==> config.mk <==
export PLATFORM = sky130hd
export DESIGN_NAME = cube_reorder_buf
export DESIGN_NICKNAME = d
export VERILOG_FILES = /design/src/rtl/cube_reorder_pkg.sv /design/src/rtl/cube_wr_seq.sv /design/src/rtl/cube_rd_seq.sv /design/src/rtl/cube_store.sv /design/src/rtl/cube_reorder_buf.sv
export SDC_FILE = /design/constraint.sdc
export NUM_CORES = 1
export LEC_CHECK = 0
export ABC_AREA = 1
export BUFFER_PORTS_ARGS = -buffer_cell sky130_fd_sc_hd__buf_2
export CAP_MARGIN = 20
export CORE_MARGIN = 1
export CORE_UTILIZATION = 25
export DETAILED_ROUTE_END_ITERATION = 7
export GPL_ROUTABILITY_DRIVEN = 0
export PLACE_DENSITY = 0.38
export SETUP_SLACK_MARGIN = 0.3
export SYNTH_ARGS = -nofsm -noshare
export SYNTH_HDL_FRONTEND = slang
export SYNTH_SLANG_ARGS = --single-unit
==> constraint.sdc <==
create_clock -name clk -period 3 [get_ports clk]
set_input_delay 0.3 -clock clk [delete_from_list [all_inputs] [get_ports clk]]
set_output_delay 0.3 -clock clk [all_outputs]
set_load 0.02 [all_outputs]
==> src/rtl/cube_reorder_pkg.sv <==
package cube_reorder_pkg;
  localparam int SIDE  = 4;
  localparam int AXW   = $clog2(SIDE);
  localparam int CUBE  = SIDE * SIDE * SIDE;
  localparam int AW    = 3 * AXW;

  typedef enum logic [1:0] {ST_FILL, ST_DRAIN, ST_FLUSH} ctl_state_t;

  // even/odd fold of one axis: evens ascend in the low half, odds descend in the high half
  function automatic logic [AXW-1:0] fold_axis(input logic [AXW-1:0] n);
    if (!n[0]) return n >> 1;
    else       return AXW'(SIDE - 1) - (n >> 1);
  endfunction

  // plane visited at a given step of a pass: top plane first, then ascending
  function automatic logic [AXW-1:0] plane_at(input logic [AXW-1:0] step);
    if (step == '0) return AXW'(SIDE - 1);
    else            return step - 1'b1;
  endfunction

  // column order inside a row; the parity of the plane step picks the variant
  function automatic logic [AXW-1:0] col_at(input logic odd_step, input logic [AXW-1:0] c);
    logic [AXW-1:0] r;
    if (!odd_step) begin
      case (c)
        2'd0: r = 2'd3;
        2'd1: r = 2'd2;
        2'd2: r = 2'd0;
        default: r = 2'd1;
      endcase
    end else begin
      case (c)
        2'd0: r = 2'd2;
        2'd1: r = 2'd3;
        2'd2: r = 2'd1;
        default: r = 2'd0;
      endcase
    end
    return r;
  endfunction
endpackage

==> src/rtl/cube_wr_seq.sv <==
module cube_wr_seq
  import cube_reorder_pkg::*;
(
  input  logic          clk,
  input  logic          rst,
  input  logic          fire,
  output logic [AW-1:0] wr_addr,
  output logic          wr_last
);
  logic [AW-1:0]  cnt_q;
  logic [AXW-1:0] ax_x, ax_y, ax_z;

  assign ax_x = cnt_q[AXW-1:0];
  assign ax_z = cnt_q[2*AXW-1:AXW];
  assign ax_y = cnt_q[3*AXW-1:2*AXW];

  assign wr_addr = {fold_axis(ax_y), fold_axis(ax_z), fold_axis(ax_x)};
  assign wr_last = (cnt_q == AW'(CUBE - 1));

  always_ff @(posedge clk) begin
    if (rst)       cnt_q <= '0;
    else if (fire) cnt_q <= cnt_q + 1'b1;
  end
endmodule

==> src/rtl/cube_rd_seq.sv <==
module cube_rd_seq
  import cube_reorder_pkg::*;
#(
  parameter  int PASSES = 8,
  localparam int PW     = $clog2(PASSES)
)(
  input  logic          clk,
  input  logic          rst,
  input  logic          adv,
  output logic [AW-1:0] rd_addr,
  output logic [PW-1:0] rd_pass,
  output logic          rd_last,
  output logic          rd_final
);
  logic [AW-1:0]  seq_q;
  logic [PW-1:0]  pass_q;
  logic [AXW-1:0] step, row, col;

  assign step = seq_q[3*AXW-1:2*AXW];
  assign row  = seq_q[2*AXW-1:AXW];
  assign col  = seq_q[AXW-1:0];

  assign rd_addr  = {plane_at(step), row, col_at(step[0], col)};
  assign rd_pass  = pass_q;
  assign rd_last  = (seq_q == AW'(CUBE - 1));
  assign rd_final = rd_last && (pass_q == PW'(PASSES - 1));

  always_ff @(posedge clk) begin
    if (rst) begin
      seq_q  <= '0;
      pass_q <= '0;
    end else if (adv) begin
      seq_q <= seq_q + 1'b1;
      if (rd_last) pass_q <= rd_final ? '0 : pass_q + 1'b1;
    end
  end
endmodule

==> src/rtl/cube_store.sv <==
module cube_store #(
  parameter  int DATA_W = 16,
  parameter  int DEPTH  = 64,
  localparam int AW     = $clog2(DEPTH)
)(
  input  logic              clk,
  input  logic              we,
  input  logic [AW-1:0]     waddr,
  input  logic [DATA_W-1:0] wdata,
  input  logic [AW-1:0]     raddr,
  output logic [DATA_W-1:0] rdata
);
  logic [DATA_W-1:0] mem [DEPTH];

  always_ff @(posedge clk) begin
    if (we) mem[waddr] <= wdata;
  end

  assign rdata = mem[raddr];
endmodule

==> src/rtl/cube_reorder_buf.sv <==
module cube_reorder_buf
  import cube_reorder_pkg::*;
#(
  parameter  int DATA_W = 16,
  parameter  int PASSES = 8,
  localparam int PW     = $clog2(PASSES)
)(
  input  logic                     clk,
  input  logic                     rst,
  input  logic                     in_valid,
  output logic                     in_ready,
  input  logic signed [DATA_W-1:0] in_data,
  output logic                     out_valid,
  input  logic                     out_ready,
  output logic signed [DATA_W-1:0] out_data,
  output logic [AW-1:0]            out_idx,
  output logic [PW-1:0]            out_pass,
  output logic                     out_last
);
  ctl_state_t        state_q;
  logic              ov_q, last_q;
  logic [DATA_W-1:0] data_q, mem_rd;
  logic [AW-1:0]     idx_q, wr_addr, rd_addr;
  logic [PW-1:0]     pass_q, rd_pass;
  logic              wr_last, rd_last, rd_final;
  logic              wr_fire, load, issue;

  assign wr_fire = in_valid && (state_q == ST_FILL);
  assign load    = !ov_q || out_ready;
  assign issue   = (state_q == ST_DRAIN) && load;

  cube_wr_seq u_wr (
    .clk(clk), .rst(rst), .fire(wr_fire),
    .wr_addr(wr_addr), .wr_last(wr_last)
  );

  cube_rd_seq #(.PASSES(PASSES)) u_rd (
    .clk(clk), .rst(rst), .adv(issue),
    .rd_addr(rd_addr), .rd_pass(rd_pass), .rd_last(rd_last), .rd_final(rd_final)
  );

  cube_store #(.DATA_W(DATA_W), .DEPTH(CUBE)) u_mem (
    .clk(clk), .we(wr_fire), .waddr(wr_addr), .wdata(in_data),
    .raddr(rd_addr), .rdata(mem_rd)
  );

  always_ff @(posedge clk) begin
    if (rst) begin
      state_q <= ST_FILL;
      ov_q    <= 1'b0;
      data_q  <= '0;
      idx_q   <= '0;
      pass_q  <= '0;
      last_q  <= 1'b0;
    end else begin
      case (state_q)
        ST_FILL:  if (wr_fire && wr_last) state_q <= ST_DRAIN;
        ST_DRAIN: if (issue && rd_final)  state_q <= ST_FLUSH;
        ST_FLUSH: if (ov_q && out_ready)  state_q <= ST_FILL;
        default:  state_q <= ST_FILL;
      endcase
      if (issue) begin
        ov_q   <= 1'b1;
        data_q <= mem_rd;
        idx_q  <= rd_addr;
        pass_q <= rd_pass;
        last_q <= rd_last;
      end else if (load) begin
        ov_q <= 1'b0;
      end
    end
  end

  assign in_ready  = (state_q == ST_FILL);
  assign out_valid = ov_q;
  assign out_data  = data_q;
  assign out_idx   = idx_q;
  assign out_pass  = pass_q;
  assign out_last  = last_q;

  // a stalled beat is held unchanged
  p_hold_r8: assert property (@(posedge clk) disable iff (rst)
    out_valid && !out_ready |=> out_valid && $stable(out_data) && $stable(out_idx)
                                && $stable(out_pass) && $stable(out_last));

  // write side and read side never active together
  p_excl_r9: assert property (@(posedge clk) disable iff (rst)
    out_valid |-> !in_ready);

  // port reopens right after the last beat of the last pass
  p_reopen_r9: assert property (@(posedge clk) disable iff (rst)
    out_valid && out_ready && out_last && out_pass == PW'(PASSES - 1)
    |=> in_ready && !out_valid);

  // pass number constant inside a pass
  p_pass_keep_r6: assert property (@(posedge clk) disable iff (rst)
    out_valid && out_ready && !out_last |=> out_valid && out_pass == $past(out_pass));

  // end-of-pass beat is followed by the next pass
  p_pass_wrap_r7: assert property (@(posedge clk) disable iff (rst)
    out_valid && out_ready && out_last && out_pass != PW'(PASSES - 1)
    |=> out_valid && out_pass == PW'($past(out_pass) + 1'b1) && !out_last);

  // write port closes after the 64th write
  p_fill_close_r2: assert property (@(posedge clk) disable iff (rst)
    in_valid && in_ready && wr_last |=> !in_ready && !out_valid);

  // first beat one cycle after the fill ends
  p_first_beat_r10: assert property (@(posedge clk) disable iff (rst)
    $fell(in_ready) |=> out_valid && out_pass == '0);
endmodule

==> results.txt <==
- On the final layout, the worst clock skew is ~0.051 ns.
- The worst setup path is of the reg -> reg kind.
- Tracing the worst setup path back leads to its startpoint at u_rd.seq_q[0]$_SDFFE_PP0N_.
- Overall via count from detail_route: ~30000
- Clock network fraction of design power: 46.2%
* FF-to-FF End: out_data[15]$_SDFFE_PP0N_
- Worst path cell trace: ha_4 -> inv_2 -> nand2_4 -> nand2_8 -> buf_12 -> buf_16 -> o211ai_1 -> nand3_1 -> nand3_1 -> nand3_1 -> buf_4 -> nand3_1 -> a21oi_1
- The startpoint identified for the worst hold timing path is in_data[4].
- In this run, flip-flops and latches consume approximately 52% of the power.
- Routed via count divided by cell count: 4.493
* Synthesis Warnings: 0
- Clock root buffer: clkbuf_16
- Fraction of the cycle the final worst path needs: roughly 90%
- In this run the critical register-to-register path is launched from u_rd.seq_q[0]$_SDFFE_PP0N_.
- On the worst path, the slowest cell contributes a delay of around 0.35 ns.
- Counting every net in the synthesized netlist gives about 4000.
* Area added between synthesis and finish: 20.54%
* Post-synthesis sequential area ratio: 70.85%
- Maximum ir drop on the vdd rail: roughly 0.44 mV
* Fmax: around 380 MHz
* Maximum number of buffers from clock root to sink: 3
- Setup violations remaining at the end of the flow were counted as 0.
- The die is ~420 µm tall.
- The worst hold path terminates at u_mem.mem[48][4]$_DFFE_PP_.
* Layout cells sized above 1: between 10% and 20%
- At the pin with the least slew margin, the transition time is ~1 ns.
* Max Transition Viols Final: 0
- Post-synth design cell area: roughly 45000 µm²
- After detailed routing, the wire length on met1 is roughly 71 mm.
- The floorplan step defined a die boundary enclosing roughly 180000 µm².
* Starting utilization of the core area: 25.27%
* GRT Residual Overflow: 0
- Final period demand of the worst path: between 2 and 3 ns
- The analysis attributes to net switching a power of 6697 µW.
- Startpoint types: register
- Once placement finished, the instance area stood at between 40000 and 50000 µm².
- Synthesis handed over a netlist of between 4000 and 5000 instances.
* Aggregate routed wire length: between 150 and 200 mm
- Crit Path Max Fanout: 43
- Clk sink count: 1068
* Row cnt: roughly 150
* Worst hold slack across all endpoints: between 0.07 and 0.08 ns
- Total negative slack: 0 ns
- Net switching share of the total power: 21.32%
- Detailed router's first-iteration violation count: between 2000 and 2500
- Cell family with most CP delay: simple AND/OR/NAND/NOR gates
- Via count of the first global-routing pass: a little under 30000
- Path category of the worst min-delay check: in -> reg
* Post-route antenna net violation count: 0
- Leak Pwr: 0.02059 µW
- RSZ-0062 raised after global routing: yes
* Ports placed on the boundary: between 40 and 50
- Combinational share of power: under 10%
- Number of nets in the finished design: about 4200
- Internal power consumption: 24710 µW
- Most common cell after layout, fill and taps aside: nand2_1
- Including well taps, the total number of placed cells is 6400.
* Number of DRC violations after detailed routing: 0
* Most used cells in the layout excluding fill and tap cells: nand2_1 (1081), edfxtp_1 (1024), nand3_1 (705), inv_1 (475), buf_4 (167)
- Counting distinct cell types in the post-synthesis netlist gives 24.
* Core area: around 180000 µm²
- Counting both buffers and inverters, the worst setup path holds a total of 4.
- Summed over all nets, wire length on met3 after detailed routing comes to between 7 and 8 mm.
- The final hold violation count is 0.
- The H-tree was split into 3 levels.
* Max-cap check violation count: 0
- Along the worst hold path, the cell count comes to 1.
* Largest cells by area after synthesis: edfxtp_1 (69%), nand2_1 (9.1%), nand3_1 (8.2%)
* Cell occurring most often along the worst timing path: nand3_1
- The die is ~420 µm wide.
- TritonCTS Buffers: 120
* Remaining max-slew budget at the tightest pin: about 34%
- The worst register-to-register path has a depth of 13.
- Clock network latency to the later pin of the worst-skew pair: 0.76 ns
- Non-Filler Cell Area, Final: approximately 54000 µm²
* Critical path data arrival time: around 3.3 ns
- The synthesized design contains 1068 register bits.
- The flow ran to the end, and the final reports show no timing, DRC or antenna violations.
- The slowest stage of the critical path is the dfxtp_2 cell.
* Data required time at the worst endpoint: 3.64 ns
- Of all cell types, the one taking the most synthesized area is edfxtp_1.
* R2R Setup Slk: around 0.38 ns
* CTS tree: built
- The pre-antenna-repair detailed-routing pass consisted of 5 iterations.
- Uppermost metal layer occupied by signal nets: met5
* Post-synthesis average cell area: between 10 and 15 µm²
- After the flow finishes, the layout carries non-filler instances totaling roughly 6700.
* Number of antenna violations at the first check in global routing: 11
- Port buffering added 47 buffers.
- Dividing the detail-routed wire length by the instance count gives between 20 and 25 µm.
- Area share of the leading cell type in the synthesized netlist: a little under 70%
- After detailed routing, the met2 layer carries just over 70 mm of wire.
- The worst setup path is captured at a register.
* Power per cell area: a little under 600 nW/µm²
* Pin count of the biggest net entering global routing: 89
- Clk pin slew, worst setup/hold paths: 0.06 ns
- The first global-routing pass estimated around 220 mm of wire.
* Detailed placement HPWL: 89.88 mm
- Global routing used approximately 17% of the available tracks across all layers.
layer usage:
metal | vias up | track usage, %
met2 | 661 | 27.02
met5 | - | 0
met4 | 2 | 3.929
met3 | 180 | 2.386
li1 | 14160 | -
met1 | 14900 | 23.73
power groups by stage:
| stage | Combinational, µW | Sequential (µW) | Clock (µW) |
|---|---|---|---|
| after global placement | 527 | 16700 | 0 |
| after global routing | 552 | 16400 | 15400 |
| after floorplan | 72.8 | 16700 | 0 |
| after detailed placement | 526 | 16700 | 0 |
| after CTS | 528 | 16400 | 14900 |
| final | 510 | 16400 | 14500 |
synth_stat cells:
cell type	instances
buf_1	31
dfxtp_1	44
clkinv_1	1
buf_2	69
nor2_1	108
nor3_1	5
nand3_1	734
a211oi_1	1
edfxtp_1	1024
nand3b_1	16
o21ai_1	24
nand4_1	2
clkbuf_1	130
o21ai_0	87
o211a_1	1
inv_2	4
buf_4	3
a21oi_1	34
inv_1	478
o211ai_1	135
nand2_2	5
buf_6	4
nand2_1	1084
ha_1	7
how the worst max path moves through the flow:
| stage | end | slack (ns) | cells past startpoint |
|---|---|---|---|
| after global placement | out_data[5]$_SDFFE_PP0N_ | 0.04 | 14 |
| after detailed placement | out_data[5]$_SDFFE_PP0N_ | 0.02 | 14 |
| after global routing | out_data[7]$_SDFFE_PP0N_ | 0.28 | 15 |
| after CTS | out_data[11]$_SDFFE_PP0N_ | 0.29 | 15 |
| final | out_data[15]$_SDFFE_PP0N_ | 0.38 | 13 |
| after floorplan | u_mem.mem[17][0]$_DFFE_PP_ | 0.61 | 5 |
sequential cells by signal (all words and copies together), names as in the netlist:
register,flops
out_data,16
out_idx,6
out_last,1
out_pass,3
out_valid,1
state_q,2
u_mem.mem,1024
u_rd.rd_pass,3
u_rd.seq_q,6
u_wr.cnt_q,6
through the flow:
stage | util [%] | worst slack [ns] | power [µW]
2_1_floorplan | - | 0.6067 | 16790
3_3_place_gp | 27.91 | 0.03605 | 17240
3_5_place_dp | 27.91 | 0.02088 | 17240
4_1_cts | 30.35 | 0.2858 | 31780
5_1_grt | 30.45 | 0.2839 | 32320
6_report | 30.46 | 0.3768 | 31410
timing repair:
action,CTS,global route
gates resized for setup,36,21
cloned,6,1
pin swaps,3,5
setup buffers,10,4
endpoints found under the setup margin,15,16
endpoints found under the hold margin,10,0
hold buffers,3,0
final cells by class:
class                   count  area (µm²)
repair buffers            288        3060
clock buffers             159        3282
diodes                      5       12.51
flip-flops and latches   1068       31640
fillers                 17950      122900
well taps                2340        2928
inverters                 483        1826
clock inverters            67       538.0
multi-input cells        2245       10520
cell families (layout without fill, tap and decap cells):
logic type,count (synthesis),count (layout),synth area share (%)
and+or+nand+nor,1954,1956,18.67
DFF,1068,1068,70.85
buffers and inverters,720,997,6.340
AOI/OAI and AO/OA,282,282,3.935
adders and majority gates,7,7,0.1962
other,0,5,0
No activity file was read; power rests on OpenSTA's default activity.
